### src/rtl/isa_strobe_pkg.sv
package isa_strobe_pkg;

  localparam int CTL_W = 4;

  typedef enum logic [2:0] {
    ST_IDLE = 3'd0,
    ST_PRE  = 3'd1,
    ST_ADDR = 3'd2,
    ST_RD   = 3'd3,
    ST_WR   = 3'd4
  } hs_state_t;

  // Control code order: {direction, address gate, data gate, drive enable}
  localparam logic [CTL_W-1:0] CODE_IDLE = 4'b0000;
  localparam logic [CTL_W-1:0] CODE_ADDR = 4'b0101;
  localparam logic [CTL_W-1:0] CODE_RD   = 4'b1001;
  localparam logic [CTL_W-1:0] CODE_WR   = 4'b0011;

  function automatic logic [CTL_W-1:0] ctl_of(input hs_state_t st);
    case (st)
      ST_PRE,
      ST_ADDR: ctl_of = CODE_ADDR;
      ST_RD:   ctl_of = CODE_RD;
      ST_WR:   ctl_of = CODE_WR;
      default: ctl_of = CODE_IDLE;
    endcase
  endfunction

endpackage

### src/rtl/isa_sync_chain.sv
module isa_sync_chain #(
  parameter int STAGES   = 2,
  parameter bit RST_LVL  = 1'b1
) (
  input  logic clk,
  input  logic rst,
  input  logic d_i,
  output logic q_o
);
  logic [STAGES-1:0] chain_q;

  always_ff @(posedge clk) begin
    if (rst) chain_q[0] <= RST_LVL;
    else     chain_q[0] <= d_i;
  end

  for (genvar gi = 1; gi < STAGES; gi++) begin : g_stage
    always_ff @(posedge clk) begin
      if (rst) chain_q[gi] <= RST_LVL;
      else     chain_q[gi] <= chain_q[gi-1];
    end
  end

  assign q_o = chain_q[STAGES-1];
endmodule

### src/rtl/isa_fsm_next.sv
module isa_fsm_next
  import isa_strobe_pkg::*;
(
  input  hs_state_t cur_i,
  input  logic      rd_n_i,
  input  logic      wr_n_i,
  output hs_state_t nxt_o
);
  logic rd_only, wr_only, none_low;

  assign rd_only  = !rd_n_i &&  wr_n_i;
  assign wr_only  =  rd_n_i && !wr_n_i;
  assign none_low =  rd_n_i &&  wr_n_i;

  always_comb begin
    nxt_o = ST_IDLE;
    case (cur_i)
      ST_IDLE: nxt_o = none_low ? ST_IDLE : ST_PRE;
      ST_PRE:  nxt_o = ST_ADDR;
      ST_ADDR: begin
        if (rd_only)      nxt_o = ST_RD;
        else if (wr_only) nxt_o = ST_WR;
        else              nxt_o = ST_IDLE;
      end
      ST_RD:   nxt_o = rd_only ? ST_RD : ST_IDLE;
      ST_WR:   nxt_o = wr_only ? ST_WR : ST_IDLE;
      default: nxt_o = ST_IDLE;
    endcase
  end
endmodule

### src/rtl/isa_ctl_reg.sv
module isa_ctl_reg
  import isa_strobe_pkg::*;
(
  input  logic             clk,
  input  logic             rst,
  input  hs_state_t        nxt_i,
  output hs_state_t        state_o,
  output logic [CTL_W-1:0] ctl_o
);
  always_ff @(posedge clk) begin
    if (rst) begin
      state_o <= ST_IDLE;
      ctl_o   <= CODE_IDLE;
    end else begin
      state_o <= nxt_i;
      ctl_o   <= ctl_of(nxt_i);
    end
  end
endmodule

### src/rtl/isa_strobe_fsm.sv
module isa_strobe_fsm
  import isa_strobe_pkg::*;
#(
  parameter int SYNC_STAGES = 2
) (
  input  logic clk,
  input  logic rst,
  input  logic ior_n,
  input  logic iow_n,
  output logic dir_o,
  output logic agate_o,
  output logic dgate_o,
  output logic drive_o
);
  logic             rd_n_s, wr_n_s;
  hs_state_t        state_q, state_d;
  logic [CTL_W-1:0] ctl_q;

  isa_sync_chain #(.STAGES(SYNC_STAGES), .RST_LVL(1'b1)) u_sync_rd (
    .clk(clk), .rst(rst), .d_i(ior_n), .q_o(rd_n_s)
  );

  isa_sync_chain #(.STAGES(SYNC_STAGES), .RST_LVL(1'b1)) u_sync_wr (
    .clk(clk), .rst(rst), .d_i(iow_n), .q_o(wr_n_s)
  );

  isa_fsm_next u_next (
    .cur_i(state_q), .rd_n_i(rd_n_s), .wr_n_i(wr_n_s), .nxt_o(state_d)
  );

  isa_ctl_reg u_reg (
    .clk(clk), .rst(rst), .nxt_i(state_d), .state_o(state_q), .ctl_o(ctl_q)
  );

  assign {dir_o, agate_o, dgate_o, drive_o} = ctl_q;
endmodule

### config.mk
export PLATFORM = sky130hd
export DESIGN_NAME = isa_strobe_fsm
export DESIGN_NICKNAME = d
export VERILOG_FILES = /design/src/rtl/isa_strobe_pkg.sv /design/src/rtl/isa_sync_chain.sv /design/src/rtl/isa_fsm_next.sv /design/src/rtl/isa_ctl_reg.sv /design/src/rtl/isa_strobe_fsm.sv
export SDC_FILE = /design/constraint.sdc
export NUM_CORES = 1
export LEC_CHECK = 0
export BUFFER_PORTS_ARGS = -buffer_cell sky130_fd_sc_hd__buf_4
export CORE_AREA = 5 5 42 44
export DETAILED_ROUTE_END_ITERATION = 7
export DIE_AREA = 0 0 47 49
export GPL_TIMING_DRIVEN = 0
export PLACE_DENSITY_LB_ADDON = 0.05
export RECOVER_POWER = 100
export SETUP_SLACK_MARGIN = 0.5
export SLEW_MARGIN = 20
export SYNTH_ARGS = -nofsm -noshare
export SYNTH_HDL_FRONTEND = slang
export SYNTH_SLANG_ARGS = --single-unit
### constraint.sdc
create_clock -name clk -period 1.13 [get_ports clk]
set_input_delay 0.113 -clock clk [delete_from_list [all_inputs] [get_ports clk]]
set_output_delay 0.113 -clock clk [all_outputs]
set_load 0.02 [all_outputs]
* Word-level counts from Yosys, hierarchy flattened
Index checks and enable logic that the tools add are counted.
** Storage, ports and cells
- Register bits :: 11
- Input bits :: 4
- Word-level logic and storage cells :: 27
** Operators by class
- Equal/unequal tests :: 8
- Mux-type cells :: 6
- Reductions and logical operators :: 7
** Operators with widths (number)
- case mux 3 bit (5 select lines) :: 1
- == test 3 x 2 -> 1 bit (second input constant) :: 4
- case mux 4 bit (3 select lines) :: 1
- == test 3 x 1 -> 1 bit (second input constant) :: 2
- == test 3 bit (second input constant) :: 2
- two-way mux 3 bit :: 2
- logical AND 1 bit :: 3
- logical NOT 3 bit :: 1
- logical NOT 1 bit :: 2
- two-way mux 2 bit :: 1
- OR reduction 2 bit :: 1
- two-way mux 1 bit :: 1

* Longest topological paths before layout
- Depth after elaboration :: 8
- Mapped depth :: 3
- Mapped depth without buffers :: 3

* Cells and area by module
Synthesis repeated with hierarchy kept, for this count alone.
** Second synthesis, totals
- Cell total of the unflattened synthesis :: 33
- Area, all modules :: 390.4 um2
** By module, submodules not included
- isa_ctl_reg :: times used 1, cells an instance 18, area each 224.0 um2
- isa_sync_chain :: times used 2, cells an instance 4, area each 52.6 um2
- isa_fsm_next :: times used 1, cells an instance 7, area each 61.3 um2

* Least setup slack after synthesis
No wires, ideal clock.
- Kind :: flip-flop to flip-flop
- Start point :: reg u_reg.state_o[0]
- End point :: reg u_reg.ctl_o[0]
- Library setup time :: 0.084 ns
- Arrival :: 0.881 ns
- Setup slack :: 0.165 ns
- Stages on the path, launching flop included :: 4
- Buffers on the path :: 0
- Clock period less this slack :: 0.965 ns
- Cell sequence :: dfxtp_1 nand2b_4 maj3_2 o31ai_2
** Between the ends
- Longest elaborated chain between the ends :: 5
- Elaborated cells between the ends (all ways) :: 12
- Classes of those cells :: 8 x eq/ne; 2 x mux; 2 x reduce/logical
** RTL lines
- from (decl) :: RTL line isa_ctl_reg.sv:7 : output hs_state_t state_o,
- from (signal assigned) :: RTL line isa_ctl_reg.sv:15 : state_o <= nxt_i;
- == test 3 bit, or another cell as far along :: RTL line isa_fsm_next.sv:17 : case (cur_i)
- case mux 3 bit (5 select lines) (*) :: RTL line isa_fsm_next.sv:17
- == test 3 x 1 -> 1 bit or == test 3 x 2 -> 1 bit (tied branches) :: RTL line isa_strobe_pkg.sv:20 : case (st)
- OR reduction 2 bit :: RTL line isa_strobe_pkg.sv:20
- case mux 4 bit (3 select lines) (*) :: RTL line isa_strobe_pkg.sv:20
- to (signal assigned) :: RTL line isa_ctl_reg.sv:16 : ctl_o <= ctl_of(nxt_i);
- to (decl) :: RTL line isa_ctl_reg.sv:8 : output logic [CTL_W-1:0] ctl_o
Every way passes the cells marked *; elsewhere a longest branch is shown, timed or not.
A chain may end at the register's enable or synchronous reset.

* Worst setup path after layout
- Start point :: reg u_reg.state_o[1]
- End point :: reg u_reg.ctl_o[0]
Same word-level chain as after synthesis.

==> impl_metrics.toml <==
[run_status]
status = "finished, final reports clean"

[placed_design]
placedCellCount = 58
gp_congestion = 0.607
portBuffers = 7
hpwl_um = 492
post_dp_cell_area_um2 = 475
place_ws_ns = 0.113

[critical_path]
cp_slowest_cell = "dfxtp_1"
slowest_delay_ns = 0.37
crit_chain = "nand2b_1 -> a211o_1 -> o31ai_2"
required_ns = 1.31
end_kind = "flop"
start_kind = "flop"
arrival_ns = 1.18
crit_type = "flop to flop"
critPathMaxFanout = 6

[global_routing]
track_usage = 0.0750
grt_max_degree = 11
grt_overflow = 0
grt_antenna_before_repair = 0
grt_pass1_wl_mm = 1.15
grt_pass1_vias = 294

[sta]
fmax_mhz = 995
rsz0062_at_grt = "true"
tns_ns = 0
worst-slew-pin-transition_ns = 0.386
setup_viol = 0
maxSlewHeadroom = 0.743
period_minus_slack_ns = 1.00
hold_viol = 0
final_max_slew_viol_count = 0
hold-worst-slack_ns = 0.0357
period_share = 0.889
skew_ns = 0.000690
worst_slack_ns = 0.125

[yosys]
syn_area_um2 = 388
synth_top_area_frac = 0.568
seq_area_frac_synth = 0.568
synth_area_leaders = "dfxtp_1 57%, or2_2 8.1%, nor4_1 4.8%"
yosys_warnings = 0
yosysTopAreaCell = "dfxtp_1"
synth.distinct_cells = 18
synthCells = 35
syn_nets = 39
syn_area_per_cell_um2 = 11.1
ys_ff_latch = 11

[power]
vdd_drop_max_mv = 0.595
p_comb_frac = 0.093
switching_power_mw = 0.156
sw_frac_of_total = 0.212
totalPowerFinal_mw = 0.733
clkPwrFrac = 0.344
power_density_mw_per_mm2 = 1410
power_leakage_nw = 0.209
intPower_mw = 0.577
p_seq_frac = 0.563

[final_layout]
finish.instance_area_um2 = 518
insertedDiodeCount = 0
layout.cells.non_filler = 65
layout-drive-gt1-share = 0.469
syn2layout_area_growth_pct = 33.5
final_common_cell = "dfxtp_1"
final_cell_mix = "9 x dfxtp_1, 5 x clkbuf_4, 4 x clkbuf_1, 4 x or2_2"
final_core_util = 0.370
nets = 54

[floorplan]
die_y_um = 49
core_mm2 = 0.00140
initial_core_util = 0.277
dieWidth_um = 47
dieArea_mm2 = 0.00230
rows = 14
pin_count = 8

[detailed_routing]
drcViolationCount = 0
viasPerCell = 4.40
vias = 286
drt_iter0_drc = 3
first_pass_iters = 4
drt-total-wl_um = 662
routedWlPerCell_um = 10.2
ant_nets = 0

[clock_network]
holdBufCountCts = 0
clock_latency_ns = 0.26
clock_sinks = 11
cts_tree = "done"
clk_pin_slew_ns = 0.06
htree_levels = 1
cts-root-buf = "clkbuf_4"
clock_path_buffers = 2
cts_buffers = 3

[worst_hold_path]
hp-class = "input pin to flop"

[job]
drv_cap = 0
logic make-up (layout without fill, tap and decap cells):
logic type / after synthesis / after routing / synth area share
simple gates: 16 / 16 / 0.265
buf+inv: 2 / 16 / 0.0290
xor+xnor: 1 / 1 / 0.0226
fa+ha+maj: 1 / 1 / 0.0290
compound gates: 4 / 4 / 0.0871
flops: 11 / 11 / 0.568
cell usage after synthesis:
cell,number
nor4_1,3
o31ai_2,1
nand2b_4,1
a21oi_1,1
nand2b_1,1
nand3b_1,1
maj3_2,1
nand2b_2,1
xnor2_1,1
a21boi_1,1
nand2_1,1
nor3_1,1
nor2_1,2
a211o_1,1
dfxtp_1,11
buf_4,1
inv_1,1
or2_2,5
registers in the layout, indices dropped and copies added (netlist names):
name               cells
u_reg.ctl_o            4
u_reg.state_o          3
u_sync_rd.chain_q      1
u_sync_rd.q_o          1
u_sync_wr.chain_q      1
u_sync_wr.q_o          1
worst paths after layout:
path | startpoint | slack [ns] | cells past startpoint | end
setup reg to reg | u_reg.state_o[1] | 0.13 | 3 | u_reg.ctl_o[0]
hold / removal | ior_n | 0.04 | 2 | u_sync_rd.chain_q[0]
setup / recovery | u_reg.state_o[1] | 0.13 | 3 | u_reg.ctl_o[0]
hold reg to reg | u_sync_wr.chain_q[0] | 0.41 | 1 | u_sync_wr.q_o
metal layers:
metal	routed length, um	track usage	share of wire
met5	0	0	0
met4	0	0.0276	0
met3	58	0.0664	0.088
met2	347	0.113	0.52
met1	256	0.0714	0.39
worst max-delay path: cells and delay by family, from the launching register on:
kind	cells	cell delay, ns
AND/OR/NAND/NOR	1	0.20
flip-flops	1	0.37
AO/OA/AOI/OAI	2	0.35
repair_timing:
item                       4_1_cts  5_1_grt
setup endpoints to repair       11       12
pin swaps                        2        2
resized for setup               12        0
buffers inserted                 3        0
final cells by class:
type	instances	area, um^2
clock buffers	4	26.3
plain buffers	1	3.75
fillers	161	883
repair buffers	10	78.8
flip-flops and latches	11	223
well taps	16	20.0
inverters	1	3.75
multi-input cells	22	163
power by group through the flow:
stage / combinational, mW / clock, mW / sequential (mW)
CTS: 0.0802 / 0.266 / 0.413
floorplan: 0.0369 / 0 / 0.425
global route: 0.0754 / 0.288 / 0.414
finish: 0.0684 / 0.252 / 0.412
detailed placement: 0.0650 / 0 / 0.420
global placement: 0.0641 / 0 / 0.420
Power figures use the tool's default switching activity.
